[src/rtl/spt_pkg.sv]
package spt_pkg;
  typedef struct packed {
    logic valid;
    logic rd;
    logic mod;
  } line_flags_t;
endpackage

[src/rtl/spt_tx_ctrl.sv]
module spt_tx_ctrl (
  input  logic clk,
  input  logic rst_n,
  input  logic tx_start,
  input  logic tx_commit,
  input  logic abort_now,
  input  logic ovf_now,
  output logic in_tx,
  output logic overflow_stall,
  output logic violation
);
  logic in_tx_n, ovf_n, viol_n;

  always_comb begin
    in_tx_n = in_tx;
    ovf_n   = overflow_stall;
    viol_n  = abort_now;
    if (abort_now || tx_commit) begin
      in_tx_n = 1'b0;
      ovf_n   = 1'b0;
    end else begin
      if (tx_start) in_tx_n = 1'b1;
      if (ovf_now)  ovf_n   = 1'b1;
    end
  end

  always_ff @(posedge clk or negedge rst_n) begin
    if (!rst_n) begin
      in_tx          <= 1'b0;
      overflow_stall <= 1'b0;
      violation      <= 1'b0;
    end else begin
      in_tx          <= in_tx_n;
      overflow_stall <= ovf_n;
      violation      <= viol_n;
    end
  end

  AST_STALL_IN_TX: assert property (@(posedge clk) disable iff (!rst_n)
    overflow_stall |-> in_tx);
  AST_VIOL_PULSE: assert property (@(posedge clk) disable iff (!rst_n)
    violation |=> !violation);
  AST_START_OPENS: assert property (@(posedge clk) disable iff (!rst_n)
    (tx_start && !tx_commit && !abort_now) |=> in_tx);
endmodule

[src/rtl/spt_line_cell.sv]
module spt_line_cell #(
  parameter int TAG_W = 4
) (
  input  logic              clk,
  input  logic              rst_n,
  input  logic              in_tx,
  input  logic              ld_hit,
  input  logic [TAG_W-1:0]  ld_tag,
  input  logic              st_hit,
  input  logic [TAG_W-1:0]  st_tag,
  input  logic              snp_kill,
  input  logic              evict_go,
  input  logic              commit,
  input  logic              abort,
  output spt_pkg::line_flags_t flags,
  output logic [TAG_W-1:0]  tag
);
  spt_pkg::line_flags_t f_n;
  logic [TAG_W-1:0]     t_n;
  logic                 en;

  assign en = ld_hit | st_hit | snp_kill | evict_go | commit | abort;

  always_comb begin
    f_n = flags;
    t_n = tag;
    if (evict_go) f_n = '0;
    if (snp_kill) f_n.valid = 1'b0;
    if (ld_hit) begin
      if (!flags.valid || tag != ld_tag) begin
        f_n.rd  = 1'b0;
        f_n.mod = 1'b0;
      end
      f_n.valid = 1'b1;
      t_n = ld_tag;
      if (in_tx) f_n.rd = 1'b1;
    end
    if (st_hit) begin
      if (!flags.valid || tag != st_tag) begin
        f_n.rd  = 1'b0;
        f_n.mod = 1'b0;
      end
      f_n.valid = 1'b1;
      t_n = st_tag;
      if (in_tx) f_n.mod = 1'b1;
    end
    if (commit) begin
      f_n.rd  = 1'b0;
      f_n.mod = 1'b0;
    end
    if (abort) begin
      if (flags.mod) f_n.valid = 1'b0;
      f_n.rd  = 1'b0;
      f_n.mod = 1'b0;
    end
  end

  always_ff @(posedge clk or negedge rst_n) begin
    if (!rst_n) begin
      flags <= '0;
      tag   <= '0;
    end else if (en) begin
      flags <= f_n;
      tag   <= t_n;
    end
  end

  AST_COMMIT_CLEARS: assert property (@(posedge clk) disable iff (!rst_n)
    commit |=> (!flags.rd && !flags.mod));
  AST_ABORT_DROPS: assert property (@(posedge clk) disable iff (!rst_n)
    (abort && flags.mod) |=> !flags.valid);
endmodule

[src/rtl/spec_line_tracker.sv]
module spec_line_tracker #(
  parameter int NUM_LINES    = 8,
  parameter int TAG_W        = 4,
  parameter bit ADDR_ONLY_WB = 1'b1,
  localparam int IDX_W = (NUM_LINES > 1) ? $clog2(NUM_LINES) : 1
) (
  input  logic                 clk,
  input  logic                 rst_n,
  input  logic                 tx_start,
  input  logic                 tx_commit,
  input  logic                 ld_valid,
  input  logic [IDX_W-1:0]     ld_idx,
  input  logic [TAG_W-1:0]     ld_tag,
  input  logic                 st_valid,
  input  logic [IDX_W-1:0]     st_idx,
  input  logic [TAG_W-1:0]     st_tag,
  input  logic                 snp_valid,
  input  logic [IDX_W-1:0]     snp_idx,
  input  logic [TAG_W-1:0]     snp_tag,
  input  logic                 snp_has_data,
  input  logic                 evict_req,
  input  logic [IDX_W-1:0]     evict_idx,
  output logic                 violation,
  output logic [NUM_LINES-1:0] flash_inv,
  output logic                 overflow_stall,
  output logic                 tx_active,
  output logic [NUM_LINES-1:0] line_valid,
  output logic [NUM_LINES-1:0] spec_rd,
  output logic [NUM_LINES-1:0] spec_mod
);
  // reset: asserted asynchronously, released on a clock edge
  logic rst_s1, rst_sync;
  always_ff @(posedge clk or negedge rst_n) begin
    if (!rst_n) begin
      rst_s1   <= 1'b0;
      rst_sync <= 1'b0;
    end else begin
      rst_s1   <= 1'b1;
      rst_sync <= rst_s1;
    end
  end

  logic [TAG_W-1:0]     tag_arr [NUM_LINES];
  logic [NUM_LINES-1:0] snp_kill, evict_go, ld_hit, st_hit;
  logic                 snp_match, abort_now, ovf_now;
  logic [NUM_LINES-1:0] flash_n;

  assign snp_match = snp_valid && line_valid[snp_idx] && (tag_arr[snp_idx] == snp_tag);
  assign abort_now = tx_active && snp_match && spec_rd[snp_idx];
  assign ovf_now   = tx_active && evict_req && line_valid[evict_idx] &&
                     (spec_rd[evict_idx] || (ADDR_ONLY_WB && spec_mod[evict_idx]));

  genvar gi;
  generate
    for (gi = 0; gi < NUM_LINES; gi++) begin : g_line
      spt_pkg::line_flags_t fl;
      assign ld_hit[gi]   = ld_valid && (ld_idx == IDX_W'(gi));
      assign st_hit[gi]   = st_valid && (st_idx == IDX_W'(gi));
      assign snp_kill[gi] = snp_match && !snp_has_data && (snp_idx == IDX_W'(gi)) && !spec_mod[gi];
      assign evict_go[gi] = evict_req && !ovf_now && (evict_idx == IDX_W'(gi));

      spt_line_cell #(.TAG_W(TAG_W)) u_cell (
        .clk      (clk),
        .rst_n    (rst_sync),
        .in_tx    (tx_active),
        .ld_hit   (ld_hit[gi]),
        .ld_tag   (ld_tag),
        .st_hit   (st_hit[gi]),
        .st_tag   (st_tag),
        .snp_kill (snp_kill[gi]),
        .evict_go (evict_go[gi]),
        .commit   (tx_commit),
        .abort    (abort_now),
        .flags    (fl),
        .tag      (tag_arr[gi])
      );
      assign line_valid[gi] = fl.valid;
      assign spec_rd[gi]    = fl.rd;
      assign spec_mod[gi]   = fl.mod;
    end
  endgenerate

  spt_tx_ctrl u_ctrl (
    .clk            (clk),
    .rst_n          (rst_sync),
    .tx_start       (tx_start),
    .tx_commit      (tx_commit),
    .abort_now      (abort_now),
    .ovf_now        (ovf_now),
    .in_tx          (tx_active),
    .overflow_stall (overflow_stall),
    .violation      (violation)
  );

  always_comb flash_n = abort_now ? spec_mod : '0;

  always_ff @(posedge clk or negedge rst_sync) begin
    if (!rst_sync) flash_inv <= '0;
    else           flash_inv <= flash_n;
  end

  AST_NO_SPEC_IDLE: assert property (@(posedge clk) disable iff (!rst_sync)
    !tx_active |-> (spec_rd == '0 && spec_mod == '0));
  AST_FLASH_WITH_VIOL: assert property (@(posedge clk) disable iff (!rst_sync)
    (flash_inv != '0) |-> violation);
  AST_FLASH_GONE: assert property (@(posedge clk) disable iff (!rst_sync)
    violation |-> ((flash_inv & line_valid) == '0));
  AST_VIOL_NEEDS_TX: assert property (@(posedge clk) disable iff (!rst_sync)
    violation |-> $past(tx_active));
  AST_REFUSED_STAYS: assert property (@(posedge clk) disable iff (!rst_sync)
    ovf_now |=> line_valid[$past(evict_idx)]);
endmodule

[config.mk]
export PLATFORM = sky130hd
export DESIGN_NAME = spec_line_tracker
export DESIGN_NICKNAME = d
export VERILOG_FILES = /design/src/rtl/spt_pkg.sv /design/src/rtl/spt_tx_ctrl.sv /design/src/rtl/spt_line_cell.sv /design/src/rtl/spec_line_tracker.sv
export SDC_FILE = /design/constraint.sdc
export NUM_CORES = 1
export LEC_CHECK = 0
export BUFFER_PORTS_ARGS = -buffer_cell sky130_fd_sc_hd__buf_2
export CAP_MARGIN = 20
export CORE_MARGIN = 2
export CORE_UTILIZATION = 30
export DETAILED_ROUTE_END_ITERATION = 10
export PLACE_DENSITY = 0.49
export SYNTH_ARGS = -nofsm -noshare
export SYNTH_HDL_FRONTEND = slang
export SYNTH_SLANG_ARGS = --single-unit
[constraint.sdc]
create_clock -name clk -period 5.3 [get_ports clk]
set_input_delay 0.53 -clock clk [delete_from_list [all_inputs] [get_ports clk]]
set_output_delay 0.53 -clock clk [all_outputs]
set_load 0.02 [all_outputs]
==> results.yml <==
worst_setup_path:
  end_kind: "flop"
  worstSetupStartpoint: "snp_idx[1]"
  cp_num_buf_inv: 2
  crit_cells: 8
  crit_path_max_fanout: 27
  path_cells: "buf_2, mux2i_1, mux4_2, xor2_1, o211ai_2, nor4_4, buf_4, and2_1"
  crit_arrival_ps: 2760
  crit_end: "flash_inv[3]"
  worst_path_max_delay_cell: "mux4_2"
  rr_startpoint: "g_line[7].u_cell.tag[0]"
  rr_worst_depth: 7
  worst-endpoint-required_ps: 5580
  crit_family: "buffers and inverters"
  worst_setup_path_start_kind: "input pin"
  r2r_slack_ps: 3080
  critPathMaxStageDelay_ps: 480
  rr_endpoint: "flash_inv[3]"
  critPathKind: "in2reg"
timing:
  period_needed_ps: 2480
  timing.fmax_ghz: 0.404
  fin_skew_ps: 11.0
  setup-violations-final: 0
  slew-limit-headroom_pct: 37.7
  worstMarginPinSlew_ps: 934
  tns_ps: 0
  rsz0062_at_grt: "false"
  fin_crit_sh_pct: 46.7
  final_hold_viol_count: 0
  drv_slew: 0
power:
  leakage_nw: 2.42
  power_frac_seq_pct: 42.6
  power.internal_mw: 1.11
  powerDensity_nw_per_um2: 306
  ir_drop_mv: 0.183
  swShare_pct: 34.1
  p_sw_mw: 0.573
  clockPowerShare_pct: 33.4
  p_comb_share_pct: 24.0
yosys:
  synth-seq-cells: 69
  synth_top_family_by_area: "simple AND/OR/NAND/NOR gates"
  ys_top_cells_by_area: "dfrtp_1, mux2i_1, xor2_1, nand2_1, o21ai_0"
  synth_compound_area_share_pct: 16.0
  yosys-mux-area-fraction_pct: 13.6
  synth_top_area_share_pct: 36.3
  syn-cell-area_um2: 4760
  yosysWarnings: 0
  syn_inst: 528
  synthXorXnorAreaFrac_pct: 12.3
  synth-adder-area-share_pct: 0
  syn_nets: 561
  ys_seq_area_share_pct: 36.3
  ys_types: 50
  synth-edff-count: 0
  syn_area_per_cell_um2: 9.01
  synth_flop_cell: "dfrtp_1"
  async_reset_ff_share_pct: 100
  synth-simple-area-share_pct: 17.4
  yosys.area.top_type: "dfrtp_1"
hold_path:
  hp-class: "reg2reg"
die:
  die_y_um: 130
  fp.dieW_um: 130
  ioPinCount: 68
  die_area_um2: 16900
  initial_utilization_pct: 30.3
  fp.coreArea_um2: 15700
  num_rows: 46
cells_and_area:
  layout_common_cells: "dfrtp_1, buf_2, nand2_1"
  syn2layout_area_growth_pct: 15.4
  n_fill_cell: 1595
  post-route-util_pct: 35.0
  drive_gt1_share_pct: 17.9
  multi_input_area_um2: 2830
  final_common_cell: "dfrtp_1"
  register_area_um2: 1730
  fin_nets: 603
  diodes: 0
clock_network:
  cts.clk_slew.worst_paths_ps: 60
  tritoncts: "yes"
  cts_hold_buf: 1
  cts_setup_buffers: 0
  htree_levels: 3
  cts_max_path_buffers: 2
  cts-root-buf: "clkbuf_16"
  numCtsBuffers: 9
  cts_sinks: 69
  ctsResizeCount: 0
  clock_latency_ps: 350
routing:
  first_pass_iters: 4
  wirelength_mm: 15.0
  drc: 0
  wl_met1_mm: 6.87
  final_antenna_net_count: 0
  wl_met2_mm: 6.88
  drt_iter0_drc: 275
  route.vias.total: 4081
  met3WireLength_mm: 1.07
  vias_per_cell: 5.17
  wire_per_inst_um: 18.9
  top_layer: "met4"
status:
  status: "completed"
global_route:
  grt_usage_pct: 18.3
  grt_pass1_vias: 3983
  antenna_found_initial: 0
  grt_pass1_wl_mm: 23.2
  grt_remaining_overflow: 0
  grt_max_degree: 68
placement:
  numPortBuffers: 67
  routabilityCongestion: 0.802
  hpwl_mm: 10.9
run:
  max_cap_viol_count: 0
flip-flops by register name, summed over array words and instances, names as in the netlist:
name,flops
g_line.u_cell.flags,24
rst_s1,1
u_ctrl.in_tx,1
g_line.u_cell.tag,32
rst_sync,1
u_ctrl.violation,1
u_ctrl.overflow_stall,1
flash_inv,8
worst register-to-register path, cell delays in order (launching register included):
cell and delay, ps:
dfrtp_1 470, mux2i_1 110, mux4_2 470, xor2_1 170
o211ai_2 150, nor4_4 280, buf_4 320, and2_1 190
logic make-up after synthesis:
family | Yosys count
AOI/OAI and AO/OA | 120
xor gates and xnor gates | 67
buffers and inverters | 46
DFF | 69
muxes | 58
other | 1
and+or+nand+nor | 167
area by class of cell:
cell class | instances | share of cell area [%]
Inverter | 4 | 0.273
Tap cell | 216 | 4.92
Sequential cell | 69 | 31.5
Timing Repair Buffer | 73 | 6.97
Clock inverter | 4 | 0.456
Multi-Input combinational cell | 413 | 51.5
Clock buffer | 11 | 4.42
layer usage:
metal | track usage, % | vias to the layer above
li1 | - | 1968
met2 | 28.3 | 146
met1 | 25.8 | 1955
met4 | 4.62 | 0
met5 | 0 | -
met3 | 4.59 | 12
through the flow:
| stage | total power [mW] | hold WS, ps | instances | worst slack [ps] | cell area, um^2 |
|---|---|---|---|---|---|
| 6_report | 1.68 | 354 | 790 | 2820 | 5490 |
| 5_1_grt | 1.77 | 359 | 790 | 2670 | 5490 |
| 4_1_cts | 1.70 | 356 | 790 | 2830 | 5490 |
| 3_5_place_dp | 1.13 | 317 | 774 | 2450 | 5220 |
| 3_3_place_gp | 1.12 | 315 | 774 | 2480 | 5220 |
| 2_1_floorplan | 0.997 | 234 | 528 | 2910 | 4760 |
worst min path at each step:
stage / endpoint / depth (start not counted) / slack, ps / start
floorplan: rst_s1 / 0 / 230 / rst_n
global placement: rst_s1 / 1 / 310 / rst_n
detailed placement: rst_s1 / 1 / 320 / rst_n
CTS: rst_sync / 0 / 360 / rst_s1
global route: rst_sync / 0 / 360 / rst_s1
finish: rst_sync / 0 / 350 / rst_s1
power by group through the flow:
stage | registers [mW] | logic, mW | clock network, mW
2_1_floorplan | 0.708 | 0.290 | 0
4_1_cts | 0.717 | 0.405 | 0.577
3_5_place_dp | 0.726 | 0.402 | 0
5_1_grt | 0.729 | 0.449 | 0.595
3_3_place_gp | 0.724 | 0.393 | 0
6_report | 0.716 | 0.403 | 0.560
Yosys cell counts (2+ instances only):
cell type / n
nand4b_1: 4
and2_1: 8
nor2_1: 40
nor4bb_1: 2
a32oi_1: 5
clkbuf_1: 31
buf_2: 3
nor4_1: 11
o211ai_1: 2
buf_1: 4
nand3_1: 5
nand2_1: 52
xnor2_1: 16
mux2i_1: 48
xor2_1: 51
or2_2: 2
nor3b_1: 2
nor3b_2: 2
mux4_2: 5
o22a_1: 5
inv_1: 4
dfrtp_1: 69
a31oi_1: 12
a21o_1: 4
mux2_2: 4
nor3_1: 26
nand2b_1: 7
a22o_1: 3
o21ai_0: 35
o41a_1: 4
buf_6: 3
nand4_1: 2
o2111ai_1: 5
a22oi_1: 3
a21oi_1: 34
Note: power is estimated with default switching activity, not from simulation.
